`config.mk`:
```
export PLATFORM = sky130hd
export DESIGN_NAME = dma_req_handoff
export DESIGN_NICKNAME = d
export VERILOG_FILES = /design/src/rtl/dhs_pkg.sv /design/src/rtl/dhs_req_sense.sv /design/src/rtl/dhs_bus_seq.sv /design/src/rtl/dhs_byte_ctr.sv /design/src/rtl/dma_req_handoff.sv
export SDC_FILE = /design/constraint.sdc
export NUM_CORES = 1
export LEC_CHECK = 0
export ABC_CLOCK_PERIOD_IN_PS = 4200
export BUFFER_PORTS_ARGS = -buffer_cell sky130_fd_sc_hd__buf_2
export CORE_MARGIN = 3
export CORE_UTILIZATION = 45
export CTS_CLUSTER_SIZE = 14
export DETAILED_ROUTE_END_ITERATION = 10
export PLACE_DENSITY = 0.68
export SETUP_SLACK_MARGIN = 0.05
export SLEW_MARGIN = 10
export SYNTH_ARGS = -nofsm -noshare
export SYNTH_HDL_FRONTEND = slang
export SYNTH_SLANG_ARGS = --single-unit
```
`constraint.sdc`:
```
create_clock -name clk -period 4.2 [get_ports clk]
set_input_delay 0.84 -clock clk [delete_from_list [all_inputs] [get_ports clk]]
set_output_delay 0.84 -clock clk [all_outputs]
set_load 0.01 [all_outputs]
```
`src/rtl/dhs_pkg.sv`:
```
package dhs_pkg;

    typedef enum logic [3:0] {
        ST_CPU,
        ST_RT1, ST_RT2, ST_RTW, ST_RT3,
        ST_WT1, ST_WT2, ST_WTW, ST_WT3
    } bus_st_e;

    localparam logic [2:0] TS_NONE = 3'd0;
    localparam logic [2:0] TS_T1   = 3'd1;
    localparam logic [2:0] TS_T2   = 3'd2;
    localparam logic [2:0] TS_T3   = 3'd3;
    localparam logic [2:0] TS_TW   = 3'd4;

endpackage

```
`src/rtl/dhs_req_sense.sv`:
```
module dhs_req_sense #(
    parameter int SYNC_STAGES = 2
) (
    input  logic clk,
    input  logic rst_n,
    input  logic dreq_n,
    input  logic edge_mode,
    input  logic consume,
    output logic req_lvl,
    output logic req_edge_ok
);
    typedef struct packed {
        logic [SYNC_STAGES-1:0] sync;
        logic                   prev;
        logic                   flag;
    } sense_t;

    sense_t s_d, s_q;
    logic   edge_now;

    always_comb begin
        s_d      = s_q;
        req_lvl  = s_q.sync[SYNC_STAGES-1];
        edge_now = req_lvl & ~s_q.prev;
        s_d.sync = {s_q.sync[SYNC_STAGES-2:0], ~dreq_n};
        s_d.prev = req_lvl;
        // an edge landing in the consuming cycle is used by that decision
        s_d.flag = edge_mode & ~consume & (s_q.flag | edge_now);
        req_edge_ok = s_q.flag | edge_now;
    end

    always_ff @(posedge clk or negedge rst_n) begin
        if (!rst_n) begin
            s_q.sync <= '1;
            s_q.prev <= 1'b1;
            s_q.flag <= 1'b0;
        end else begin
            s_q <= s_d;
        end
    end

endmodule

```
`src/rtl/dhs_bus_seq.sv`:
```
module dhs_bus_seq
    import dhs_pkg::*;
(
    input  logic    clk,
    input  logic    rst_n,
    input  logic    chan_on,
    input  logic    req_ok,
    input  logic    wait_req,
    input  logic    last_byte,
    output bus_st_e state,
    output logic    consume,
    output logic    byte_done
);
    typedef struct packed {
        bus_st_e st;
        logic    cont;
    } seq_t;

    seq_t q_d, q_q;

    always_comb begin
        q_d       = q_q;
        consume   = 1'b0;
        byte_done = 1'b0;
        unique case (q_q.st)
            ST_CPU: begin
                if (chan_on && req_ok) begin
                    q_d.st  = ST_RT1;
                    consume = 1'b1;
                end
            end
            ST_RT1: q_d.st = ST_RT2;
            ST_RT2, ST_RTW: q_d.st = wait_req ? ST_RTW : ST_RT3;
            ST_RT3: q_d.st = ST_WT1;
            ST_WT1: q_d.st = ST_WT2;
            ST_WT2, ST_WTW: begin
                if (wait_req) begin
                    q_d.st = ST_WTW;
                end else begin
                    q_d.st   = ST_WT3;
                    q_d.cont = req_ok;
                    consume  = 1'b1;
                end
            end
            ST_WT3: begin
                byte_done = 1'b1;
                q_d.st    = (last_byte || !q_q.cont) ? ST_CPU : ST_RT1;
                q_d.cont  = 1'b0;
            end
            default: q_d.st = ST_CPU;
        endcase
    end

    always_ff @(posedge clk or negedge rst_n) begin
        if (!rst_n) begin
            q_q.st   <= ST_CPU;
            q_q.cont <= 1'b0;
        end else begin
            q_q <= q_d;
        end
    end

    assign state = q_q.st;

endmodule

```
`src/rtl/dhs_byte_ctr.sv`:
```
module dhs_byte_ctr #(
    parameter int CNT_W = 8
) (
    input  logic             clk,
    input  logic             rst_n,
    input  logic             busy,
    input  logic             load,
    input  logic [CNT_W-1:0] load_val,
    input  logic             start,
    input  logic             byte_done,
    output logic [CNT_W-1:0] cnt,
    output logic             chan_on,
    output logic             last
);
    typedef struct packed {
        logic [CNT_W-1:0] cnt;
        logic             on;
    } ctr_t;

    ctr_t c_d, c_q;

    always_comb begin
        c_d  = c_q;
        last = (c_q.cnt == '0);
        if (!busy) begin
            if (load)  c_d.cnt = load_val;
            if (start) c_d.on  = 1'b1;
        end
        if (byte_done) begin
            if (last) c_d.on  = 1'b0;
            else      c_d.cnt = c_q.cnt - 1'b1;
        end
    end

    always_ff @(posedge clk or negedge rst_n) begin
        if (!rst_n) begin
            c_q.cnt <= '0;
            c_q.on  <= 1'b0;
        end else begin
            c_q <= c_d;
        end
    end

    assign cnt     = c_q.cnt;
    assign chan_on = c_q.on;

endmodule

```
`src/rtl/dma_req_handoff.sv`:
```
module dma_req_handoff
    import dhs_pkg::*;
#(
    parameter int CNT_W       = 8,
    parameter int SYNC_STAGES = 2
) (
    input  logic             clk,
    input  logic             rst_n,
    input  logic             dreq_n,
    input  logic             wait_req,
    input  logic             edge_mode,
    input  logic             chan_start,
    input  logic             cnt_load,
    input  logic [CNT_W-1:0] cnt_val,
    output logic             dma_own,
    output logic [2:0]       tstate,
    output logic             rd_n,
    output logic             wr_n,
    output logic             tend_n
);
    bus_st_e          st;
    logic             req_lvl, req_edge_ok, req_ok;
    logic             consume, byte_done;
    logic             chan_on, last_byte;
    logic [CNT_W-1:0] byte_cnt;

    dhs_req_sense #(.SYNC_STAGES(SYNC_STAGES)) sense_i (
        .clk         (clk),
        .rst_n       (rst_n),
        .dreq_n      (dreq_n),
        .edge_mode   (edge_mode),
        .consume     (consume),
        .req_lvl     (req_lvl),
        .req_edge_ok (req_edge_ok)
    );

    assign req_ok = edge_mode ? req_edge_ok : req_lvl;

    dhs_bus_seq seq_i (
        .clk       (clk),
        .rst_n     (rst_n),
        .chan_on   (chan_on),
        .req_ok    (req_ok),
        .wait_req  (wait_req),
        .last_byte (last_byte),
        .state     (st),
        .consume   (consume),
        .byte_done (byte_done)
    );

    dhs_byte_ctr #(.CNT_W(CNT_W)) ctr_i (
        .clk       (clk),
        .rst_n     (rst_n),
        .busy      (dma_own),
        .load      (cnt_load),
        .load_val  (cnt_val),
        .start     (chan_start),
        .byte_done (byte_done),
        .cnt       (byte_cnt),
        .chan_on   (chan_on),
        .last      (last_byte)
    );

    always_comb begin
        dma_own = (st != ST_CPU);
        rd_n    = 1'b1;
        wr_n    = 1'b1;
        unique case (st)
            ST_RT1, ST_WT1: tstate = TS_T1;
            ST_RT2, ST_WT2: tstate = TS_T2;
            ST_RTW, ST_WTW: tstate = TS_TW;
            ST_RT3, ST_WT3: tstate = TS_T3;
            default:        tstate = TS_NONE;
        endcase
        if (st inside {ST_RT2, ST_RTW, ST_RT3}) rd_n = 1'b0;
        if (st inside {ST_WT2, ST_WTW, ST_WT3}) wr_n = 1'b0;
        tend_n = ~(dma_own & last_byte);
    end

endmodule

```
Word level (Yosys, flattened, before mapping)
Memory sizes are Yosys's and may differ from the RTL's.
Cells that the tools add are included.
Storage, ports and cells
  register bits: 18
  bits in read-only memories: 48
  memories kept: 1
  bits of input ports: 15
Operators by class
  add/sub/neg operators: 1
  reduce and logical (&&, ||, !) cells: 12
  muxes and demuxes: 20
  bitwise logic cells: 9
  eq/ne operators: 10
Memories
  (no name shown): words 16, width 3, read ports 1, clocked after memory_dff 0, wr ports 0, RTL line dma_req_handoff.sv:68  | unique case (st)
Operators by type and width (number)
  $pmux W4 S7: 1
  $mux W9: 2
  $eq A4 B3 Y1 const B: 4
  $mux W8: 2
  $mux W1: 10
  $eq A4 B2 Y1 const B: 2
  $logic_not A8 Y1: 1
  $mux W4: 2
  $sub A8 B1 Y8 const B: 1
  $reduce_bool A3 Y1: 2
  $and A1 B1 Y1: 4
  $eq A4 B1 Y1 const B: 1
  $eq A4 B4 Y1 const B: 1
  $logic_not A4 Y1: 1
  $not A1 Y1: 4
  $pmux W1 S2: 2
  $reduce_bool A4 Y1: 1
  $reduce_or A2 Y1: 2
  $mux W3: 1
  $ne A2 B1 Y1 const B: 1
  $ne A2 B2 Y1 const B: 1
  $reduce_and A2 Y1: 1
  $reduce_bool A2 Y1: 1
  $logic_and A1 B1 Y1: 1
  3 further kinds: 3

Depth between registers and ports, before layout
Gate-level depths: netlist of run 1.
  depth in word-level cells: 10
  mapped depth: 7
  gate-level depth less buffers: 6

Hierarchy
Synthesis of run 1 repeated with hierarchy kept, for this count alone.
Unflattened totals
  cell total of the unflattened synthesis: 118
  area, all modules: 1138.6 um2
By module, submodules not included
  dhs_byte_ctr: times used 1, area each 603.1 um2, cells each 66
  dhs_bus_seq: times used 1, area each 280.3 um2, cells each 26
  dhs_req_sense: times used 1, area each 141.4 um2, cells each 9
  dma_req_handoff: times used 1, area each 113.9 um2, cells each 17

Worst setup path before layout of run 1
OpenSTA, ideal clock, no wires.
  path type: reg2out
  start point: reg, netlist name seq_i.state[0]
  end point: out tend_n
  arrival: 1138 ps
  slack: 2222 ps
  cell stages (with the launch flop): 5
  required time: 3360 ps
  buffers on the path: 1
  cell sequence: dfrtp_1 > buf_6 > nor4_2 > inv_1 > nand2_1
Between the ends
  longest elaborated chain between the ends: 3
RTL lines
  $reduce_bool A4 Y1: RTL line dma_req_handoff.sv:65  | dma_own = (st != ST_CPU);
  net dma_own: RTL line dma_req_handoff.sv:15  | output logic dma_own,
  $and A1 B1 Y1: RTL line dma_req_handoff.sv:77  | tend_n = ~(dma_own & last_byte);
  $not A1 Y1: RTL line dma_req_handoff.sv:77
  end: declaration: RTL line dma_req_handoff.sv:19  | output logic tend_n
The timed path passes the listed nets, and every way through them passes these cells.

Worst setup path in the final report of run 1
  start point: reg, netlist name seq_i.state[1]
  end point: out tend_n
Between the ends
  longest elaborated chain between the ends: 3
RTL lines (RTL line)
  $reduce_bool A4 Y1: dma_req_handoff.sv:65
  $and A1 B1 Y1: dma_req_handoff.sv:77
  $not A1 Y1: dma_req_handoff.sv:77
No other way between the ends.

==> results of run 1 <==
area by class of cell:
type | count | area (µm²) | share of cell area (%)
clock buffer | 4 | 36.28 | 3.037
tap | 27 | 33.78 | 2.827
multi-input combinational | 77 | 546.8 | 45.76
inverter | 5 | 18.77 | 1.571
sequential | 18 | 454.2 | 38.01
timing repair buffer | 21 | 105.1 | 8.796
stage by stage:
step / total power [µW] / cell area, µm² / util [%] / std cells / setup WS [ns]
final: 765.0 / 1195 / 57.39 / 152 / 1.609
after global routing: 830.0 / 1195 / 57.39 / 152 / 1.427
after CTS: 771.0 / 1195 / 57.39 / 152 / 1.595
after detailed placement: 662.0 / 1159 / 55.65 / 148 / 1.817
after global placement: 654.0 / 1159 / 55.65 / 148 / 1.910
after floorplan: 579.0 / 1051 / - / 104 / 2.222
cell usage in the layout (no fill, tap or decap), types with 2 or more instances in the layout:
cell / n
o221a_1: 4
a21oi_1: 5
clkbuf_4: 3
dfstp_2: 3
o21ai_0: 2
and2_1: 2
nand4_1: 4
nor2_1: 12
dfrtp_1: 15
ha_1: 2
nor2b_1: 2
mux2i_1: 6
nor3_1: 4
a31oi_1: 2
buf_2: 21
nand2_1: 9
nand3_1: 2
inv_1: 5
nor4_2: 2
mux2_1: 2
xnor2_1: 3
where the power goes:
part           total, µW  internal, µW  leakage (µW)  switching [µW]
Clock                107          52.9     0.0000210            54.6
Sequential           340           236      0.000206             103
Combinational        318           157      0.000262             161
worst register-to-register path, stage by stage, from the launching register on:
cell	delay (ns)
dfrtp_1	0.54
nor4b_4	0.51
a21boi_2	0.61
mux2_1	0.38
o221a_2	0.24
worst max path at each step:
| stage | start | end | cells past startpoint |
|---|---|---|---|
| floorplan | seq_i.state[0] | tend_n | 4 |
| global placement | seq_i.state[1] | ctr_i.cnt[3] | 4 |
| detailed placement | seq_i.state[1] | ctr_i.cnt[3] | 4 |
| CTS | seq_i.state[1] | tend_n | 4 |
| global route | seq_i.state[1] | tend_n | 4 |
| finish | seq_i.state[1] | tend_n | 4 |
cell families after synthesis:
kind of cell	Yosys count
simple gates	42
compound gates	21
flops	18
buf+inv	9
mux	9
xor+xnor	3
fa+ha+maj	2
flip-flops by register name, indices dropped and copies added (netlist names):
signal and flops:
ctr_i.cnt 8, seq_i.state 4, sense_i.s_q 2, ctr_i.chan_on 1, sense_i.req_lvl 1, sense_i.s_d 1, seq_i.q_q 1
routing by layer:
| metal | routed length [µm] | vias up | GRT usage (%) |
|---|---|---|---|
| met5 | 0 | - | 0 |
| met1 | 920 | 391 | 21.37 |
| li1 | - | 426 | - |
| met2 | 946 | 22 | 25.10 |
| met3 | 86 | 5 | 2.452 |
| met4 | 40 | 0 | 7.469 |
==> run metrics, run 1 <==
static leakage=0.0004890 µW; largest net degree at the start of global routing=19; Crit Path Class=register to output port; data arrival at the endpoint of the critical path=1.75 ns; post-route clock period utilization=61.69%; Crit path buffers/inverters=2; final RePlAce weighted congestion=0.7739; Critical Path Max Stage Delay=0.58 ns; drt total wl=1993 µm; # IOs=22; post-synthesis simple-gate area fraction=22.86%; initial antenna violation count=0; top post-synthesis cells by area=dfrtp_1 (36%), dfstp_2 (7.5%), mux2i_1 (5.7%); DR vias/cell=5.553; share of the synthesized area in the top cell type=35.71%; P&R area growth vs syn=13.69%; combinational family with the most area after synthesis=simple AND/OR/NAND/NOR gates; layout cells sized above 1=28.00%; post-synthesis register bit count=18; reg2reg end=ctr_i.cnt[3]; outcome=completed; worst r2r src=seq_i.state[1]; Rel. slew slack=57.37%; Synth Area in Adders=2.381%; post-synthesis sequential area ratio=43.21%; XOR/XNOR Fraction of Synth Area=2.500%; hold_sp=sense_i.s_d[3]; Buffers on Ports=21; clock skew=0.006785 ns; Die Wd=54.33 µm; via count=844; EDFF count, synth=0; DRT Pass-1 Iters=5; post-synthesis mux area share=8.929%; Reg2Reg Depth=4; synthesized cell area=1051 µm²; Slowest-stage cell, CP=nor4_2; Post-synth top flop=dfrtp_1; Pins Over Slew Limit=0; Syn Area/Cell=10.11 µm²; CTS root buffer=clkbuf_4; YS warnings=0; Max H-tree Level=1; CP endpoint kind=output port; unrepaired setup endpoints after global routing=no; WL per Instance=13.11 µm; Hold Crit Depth=0; Synth Area in Compound Gates=15.36%; minimum clock period=2.591 ns; Clock Sinks=18; reg2reg setup slack=1.83 ns; worst-path maximum fanout=13; worst min-delay path category=register to register; Power Dens Cells=640.2 nW/µm²; num rows=16; max_cap viols=0; data required time of the critical path=3.36 ns; Die Span Y=54.33 µm; number of setup violations in the final report=0; DIE AREA=2951 µm²; Initial Util=50.48%; Cell variety after synth=36; hold slack final=0.3608 ns; CP top delay family=simple AND/OR/NAND/NOR gates; CTS-repair resized insts=0; CTS Buf Count=3; hpwl dp=1527 µm; final hold viol count=0; Setup Total Neg Slack=0 ns; worst-skew pair later-pin latency=0.30 ns; startpoint class of the critical path=register; remaining routing DRC violations=0; Final #Nets=143; fill count=202; Worst-path clk slew=0.10 ns; Ant. Diodes=0; Detail Route Antenna Nets=0; syn nets=121; fmax=386.0 MHz; Post-synth ARST share=100.0%; Cells after Synth=104; commonest cells in the netlist=dfrtp_1 (15), nor2_1 (12), nand2_1 (9); clk buf depth=2; Max VDD drop=0.3584 mV; TritonCTS clock tree=built; Hold EP=sense_i.req_lvl; CORE AREA=2082 µm²; cts hold-fix bufs=0; vias in the first global route=776; first-pass GRT wire length=3381 µm; count leader, synth=dfrtp_1; CP cell instances=nor4_2 -> inv_1 -> nand2_1 -> buf_2; First DRT Iteration DRCs=11; grt total ovfl=0; Worst-Margin Slew=0.6357 ns; area leader, netlist=dfrtp_1; Total GRT Usage=15.95%; Setup Fix Bufs, Post-CTS=0
Note: power is estimated with default switching activity, not from simulation.
==> run 2, diff against run 1 <==
Settings changed: ABC_CLOCK_PERIOD_IN_PS 4200 to 2400.
Clock period 4.2 ns to 2.4 ns, I/O delays scaled along.
==> run 2 against run 1 <==
Net effect:
- global-route usage increased by 1.5 points
- die area stayed put
- clock power up 74%
- largest power group unchanged
- via count increased by 1.3%
- cell count rose by 1.3%
- sequential share of layout area decreased by 0.74 points
- routed wire length increased by 7.9%
- non-clock buffer count up 2
==> run metrics, run 2 (synthesized netlist as in run 1, its figures left out) <==
final hold viol count=0; minimum clock period=2.167 ns; worst-path maximum fanout=6; clk buf depth=2; vias in the first global route=851; # IOs=22; hold slack final=0.09729 ns; max_cap viols=0; Rel. slew slack=68.99%; Detail Route Antenna Nets=0; worst r2r src=seq_i.state[1]; CTS Buf Count=3; unrepaired setup endpoints after global routing=no; first-pass GRT wire length=3712 µm; cts hold-fix bufs=0; Worst-path clk slew=0.10 ns; max FFs per register=8; num rows=16; startpoint class of the critical path=register; most frequent cells in the layout=buf_2 (21), dfrtp_1 (15), nor2_1 (12); outcome=completed; initial antenna violation count=0; final setup margin=0.2327 ns; Setup Fix Bufs, Post-CTS=0; via count=855; Max H-tree Level=1; clock skew=0.001623 ns; total area of sequential cells=454.2 µm²; fill count=208; hpwl dp=1642 µm; P&R area growth vs syn=15.95%; Reg2Reg Depth=4; Worst-Margin Slew=0.4651 ns; DIE AREA=2951 µm²; Reg with most FFs=ctr_i.cnt; DRT Pass-1 Iters=6; layout cells sized above 1=29.13%; Initial Util=50.48%; CTS-repair resized insts=0; Critical Path End=tend_n; Power Dens Cells=1121 nW/µm²; static leakage=0.0005013 µW; fmax=461.4 MHz; worst-skew pair later-pin latency=0.29 ns; Max VDD drop=0.5843 mV; Setup Total Neg Slack=0 ns; post-route clock period utilization=90.30%; reg2reg setup slack=0.49 ns; Critical Path Start=ctr_i.cnt[0]; Tot Pwr=1366 µW; Pins Over Slew Limit=0; Total GRT Usage=17.47%; Place WS=0.5207 ns; TritonCTS clock tree=built; grt total ovfl=0; Placed Instances=150; largest net degree at the start of global routing=19; Crit Path Class=register to output port; CP endpoint kind=output port; WL per Instance=13.96 µm; First DRT Iteration DRCs=12; DR vias/cell=5.552; Die Wd=54.33 µm; data arrival at the endpoint of the critical path=1.69 ns; CORE AREA=2082 µm²; most common cell after layout, fill and taps aside=buf_2; Multi-input gate area=555.5 µm²; final RePlAce weighted congestion=0.7661; remaining routing DRC violations=0; Final #Nets=145; number of setup violations in the final report=0; reg2reg end=ctr_i.cnt[3]; Clock Sinks=18; drt total wl=2150 µm; data required time of the critical path=1.92 ns; worst min-delay path category=primary input to asynchronous set/reset pin; Die Span Y=54.33 µm; Buffers on Ports=21; post-route insts no fill=154; Ant. Diodes=0; CTS root buffer=clkbuf_4
## run 2: per-layer routing
layer / vias up / global-route usage, % / share of wire, % / routed length, µm
met2: 22 / 28.88 / 48 / 1034
met1: 404 / 22.62 / 46 / 988
met5: - / 0 / 0 / 0
li1: 427 / - / - / -
met3: 2 / 3.270 / 5.3 / 115
met4: 0 / 6.224 / 0.56 / 12
## run 2: critical path, stage by stage (launching register included)
cell     delay, ns
dfrtp_1       0.44
inv_1         0.10
ha_1          0.15
nor3b_1       0.30
and2_1        0.21
nand2_1       0.06
buf_2         0.13
## run 2: stage by stage
| step | utilization (%) | area [µm²] |
|---|---|---|
| 6_report | 58.53 | 1219 |
| 5_1_grt | 58.53 | 1219 |
| 4_1_cts | 58.11 | 1210 |
| 3_5_place_dp | 56.37 | 1174 |
| 3_3_place_gp | 56.37 | 1174 |
| 2_1_floorplan | - | 1051 |
## run 2: where the power goes
| part | switching [µW] | internal (µW) |
|---|---|---|
| sequential | 194 | 413 |
| combinational | 287 | 286 |
| clock | 93.1 | 92.4 |
## run 2: how the worst min path moves through the flow
stage | start | end | slack (ns) | cells after the start
after floorplan | rst_n | ctr_i.chan_on | 0.18 | 0
after global placement | sense_i.s_d[3] | sense_i.req_lvl | 0.35 | 0
after detailed placement | sense_i.s_d[3] | sense_i.req_lvl | 0.35 | 0
after CTS | rst_n | ctr_i.cnt[5] | 0.10 | 1
after global routing | rst_n | seq_i.q_q[0] | 0.11 | 1
final | rst_n | ctr_i.cnt[5] | 0.1 | 1
## run 2: final cells by class
class,count,area share (%)
clock buffer,4,2.977
multi-input combinational,77,45.59
inverter,5,1.540
tap,27,2.772
sequential,18,37.27
timing repair buffer,23,9.856
==> run 3, diff against run 2 <==
Settings changed: ABC_AREA set to 1, PLACE_DENSITY 0.68 to 0.67.
==> run 3 against run 2 <==
Net effect:
- synthesized area rose by 7.4%
- register-to-register slack improved by 0.36 ns
- total power rose by 5.4%
- synthesized cell count rose by 49%
- fmax rose by 5.6%
- global-route usage barely moved
- worst hold slack got worse by 0.0024 ns
- first-iteration DRC count rose to 2.8 times the previous value
- design area rose by 6.2%
- non-clock buffer count fell by 2
- routed wire length rose by 12%
- critical path type unchanged
- critical endpoint unchanged
- highest routed layer unchanged
==> run metrics, run 3 <==
Post-synth ARST share=100.0%; CP top delay family=simple AND/OR/NAND/NOR gates; synthesized cell area=1129 µm²; Initial Util=49.13%; commonest cells in the netlist=nand2_1 (42), inv_1 (27), nor2_1 (21); fill count=226; Buffers on Ports=21; remaining routing DRC violations=0; YS warnings=0; Power Dens Cells=1113 nW/µm²; CTS Buf Count=3; # IOs=22; layout cells sized above 1=21.23%; max FFs per register=8; num rows=17; clock skew=0.004940 ns; top layer in use=met4; Ant. Diodes=0; Setup Fix Bufs, Post-CTS=0; minimum clock period=2.052 ns; final hold viol count=0; static leakage=0.0006909 µW; final core occ=56.32%; DRT Pass-1 Iters=4; CP endpoint kind=output port; final RePlAce weighted congestion=0.9268; Die Span Y=56.08 µm; WL per Instance=11.58 µm; CTS root buffer=clkbuf_4; CTS-repair resized insts=0; outcome=completed; Cells after Synth=155; clk buf depth=2; Clock Sinks=18; fmax=487.4 MHz; vias in the first global route=1049; max_cap viols=0; worst min-delay path category=primary input to asynchronous set/reset pin; Worst-Margin Slew=0.4079 ns; Critical Path Max Stage Delay=0.37 ns; initial antenna violation count=0; DIE AREA=3145 µm²; worst-skew pair later-pin latency=0.29 ns; Cell variety after synth=28; Pins Over Slew Limit=0; post-route clock period utilization=85.48%; DR vias/cell=4.976; Tot Pwr=1440 µW; Max VDD drop=0.6709 mV; Syn Area/Cell=7.281 µm²; met3 wire len=119 µm; startpoint class of the critical path=register; Final #Nets=197; first-pass GRT wire length=4374 µm; P&R area growth vs syn=14.63%; top post-synthesis cells by area=dfrtp_1 (33%), nand2_1 (14%), inv_1 (9.0%); most common cell after layout, fill and taps aside=nand2_1; Max H-tree Level=1; post-synthesis register bit count=18; largest net degree at the start of global routing=19; Total GRT Usage=17.42%; number of setup violations in the final report=0; Slowest-stage cell, CP=dfrtp_1; First DRT Iteration DRCs=33; hpwl dp=1878 µm; Reg with most FFs=ctr_i.cnt; met2 wire len=1140 µm; Setup Total Neg Slack=0 ns; share of the synthesized area in the top cell type=33.26%; Metal-1 WL=1076 µm; Detail Route Antenna Nets=0; area leader, netlist=dfrtp_1; Worst-path clk slew=0.10 ns; CORE AREA=2297 µm²; unrepaired setup endpoints after global routing=no; cts hold-fix bufs=0; data arrival at the endpoint of the critical path=1.57 ns; Crit Path Class=register to output port; worst-path maximum fanout=5; Post-synth top flop=dfrtp_1; Crit path buffers/inverters=2; via count=1030; CP cell instances=inv_1 -> ha_1 -> nand3_1 -> nor2_1 -> nand2_1 -> buf_2; syn nets=172; EDFF count, synth=0; grt total ovfl=0; TritonCTS clock tree=built; Rel. slew slack=72.81%; most frequent cells in the layout=nand2_1 (42), inv_1 (27), nor2_1 (21), buf_2 (21), dfrtp_1 (15); drt total wl=2398 µm; post-synthesis sequential area ratio=40.24%; data required time of the critical path=1.92 ns; Die Wd=56.08 µm; count leader, synth=nand2_1
-- run 3: cell types whose count changed after synthesis, sizes merged, moves of 5 or more --
cell	previous run	this run
inv	5	28
mux2i	6	0
nand2	9	44
nand3	2	13
nor2	12	23
o21ai	3	8
o221a	5	0
-- run 3: final timing paths --
path / startpoint / to / slack [ns] / cells past startpoint
max: ctr_i.cnt[0] / tend_n / 0.35 / 6
min: rst_n / seq_i.state[0] / 0.09 / 1
max reg2reg: ctr_i.cnt[0] / ctr_i.cnt[1] / 0.85 / 8
min reg2reg: sense_i.s_d[3] / sense_i.req_lvl / 0.36 / 0
max in group asynchronous: rst_n / sense_i.s_d[3] / 1.98 / 1
min in group clk: dreq_n / sense_i.s_d[3] / 0.27 / 2
-- run 3: metal layers --
metal	up-vias	GRT usage [%]
met3	6	2.552
met1	461	21.52
met4	0	11.53
met5	-	0
li1	536	-
met2	27	27.88
-- run 3: where the power goes --
group	switching (µW)	internal [µW]
registers	118	414
clock network	94.8	92.5
logic	444	277
total	657	783
-- run 3: worst register-to-register path: stages (launching register included) --
cell	delay [ns]
dfrtp_1	0.37
inv_1	0.15
ha_1	0.21
inv_1	0.05
nor3_1	0.16
nand2_1	0.16
nand2_4	0.15
nand3_1	0.07
and2_1	0.13
-- run 3: area by class of cell --
class / instances / area, µm² / area share (%)
timing repair buffer: 21 / 105.1 / 8.124
multi-input combinational: 108 / 558.0 / 43.13
sequential: 18 / 454.2 / 35.11
clock buffer: 4 / 36.28 / 2.805
tap: 28 / 35.03 / 2.708
inverter: 28 / 105.1 / 8.124
-- run 3: through the flow --
step / cell area (µm²) / setup slack, ns / hold slack [ns] / instances
after floorplan: 1129 / 0.8954 / 0.1844 / 155
after global placement: 1257 / 0.7623 / 0.3468 / 203
after detailed placement: 1257 / 0.6910 / 0.3479 / 203
after CTS: 1294 / 0.3459 / 0.1017 / 207
after global routing: 1294 / 0.2324 / 0.1208 / 207
final: 1294 / 0.3484 / 0.09489 / 207
-- run 3: kinds of logic (layout without fill, tap and decap cells) --
family	after synthesis	in the layout	synth area share, %
and+or+nand+nor	85	85	35.48
xor gates and xnor gates	1	1	0.7762
AOI/OAI and AO/OA	20	20	10.98
adders and majority gates	2	2	2.217
buffers and inverters	29	53	10.31
DFF	18	18	40.24
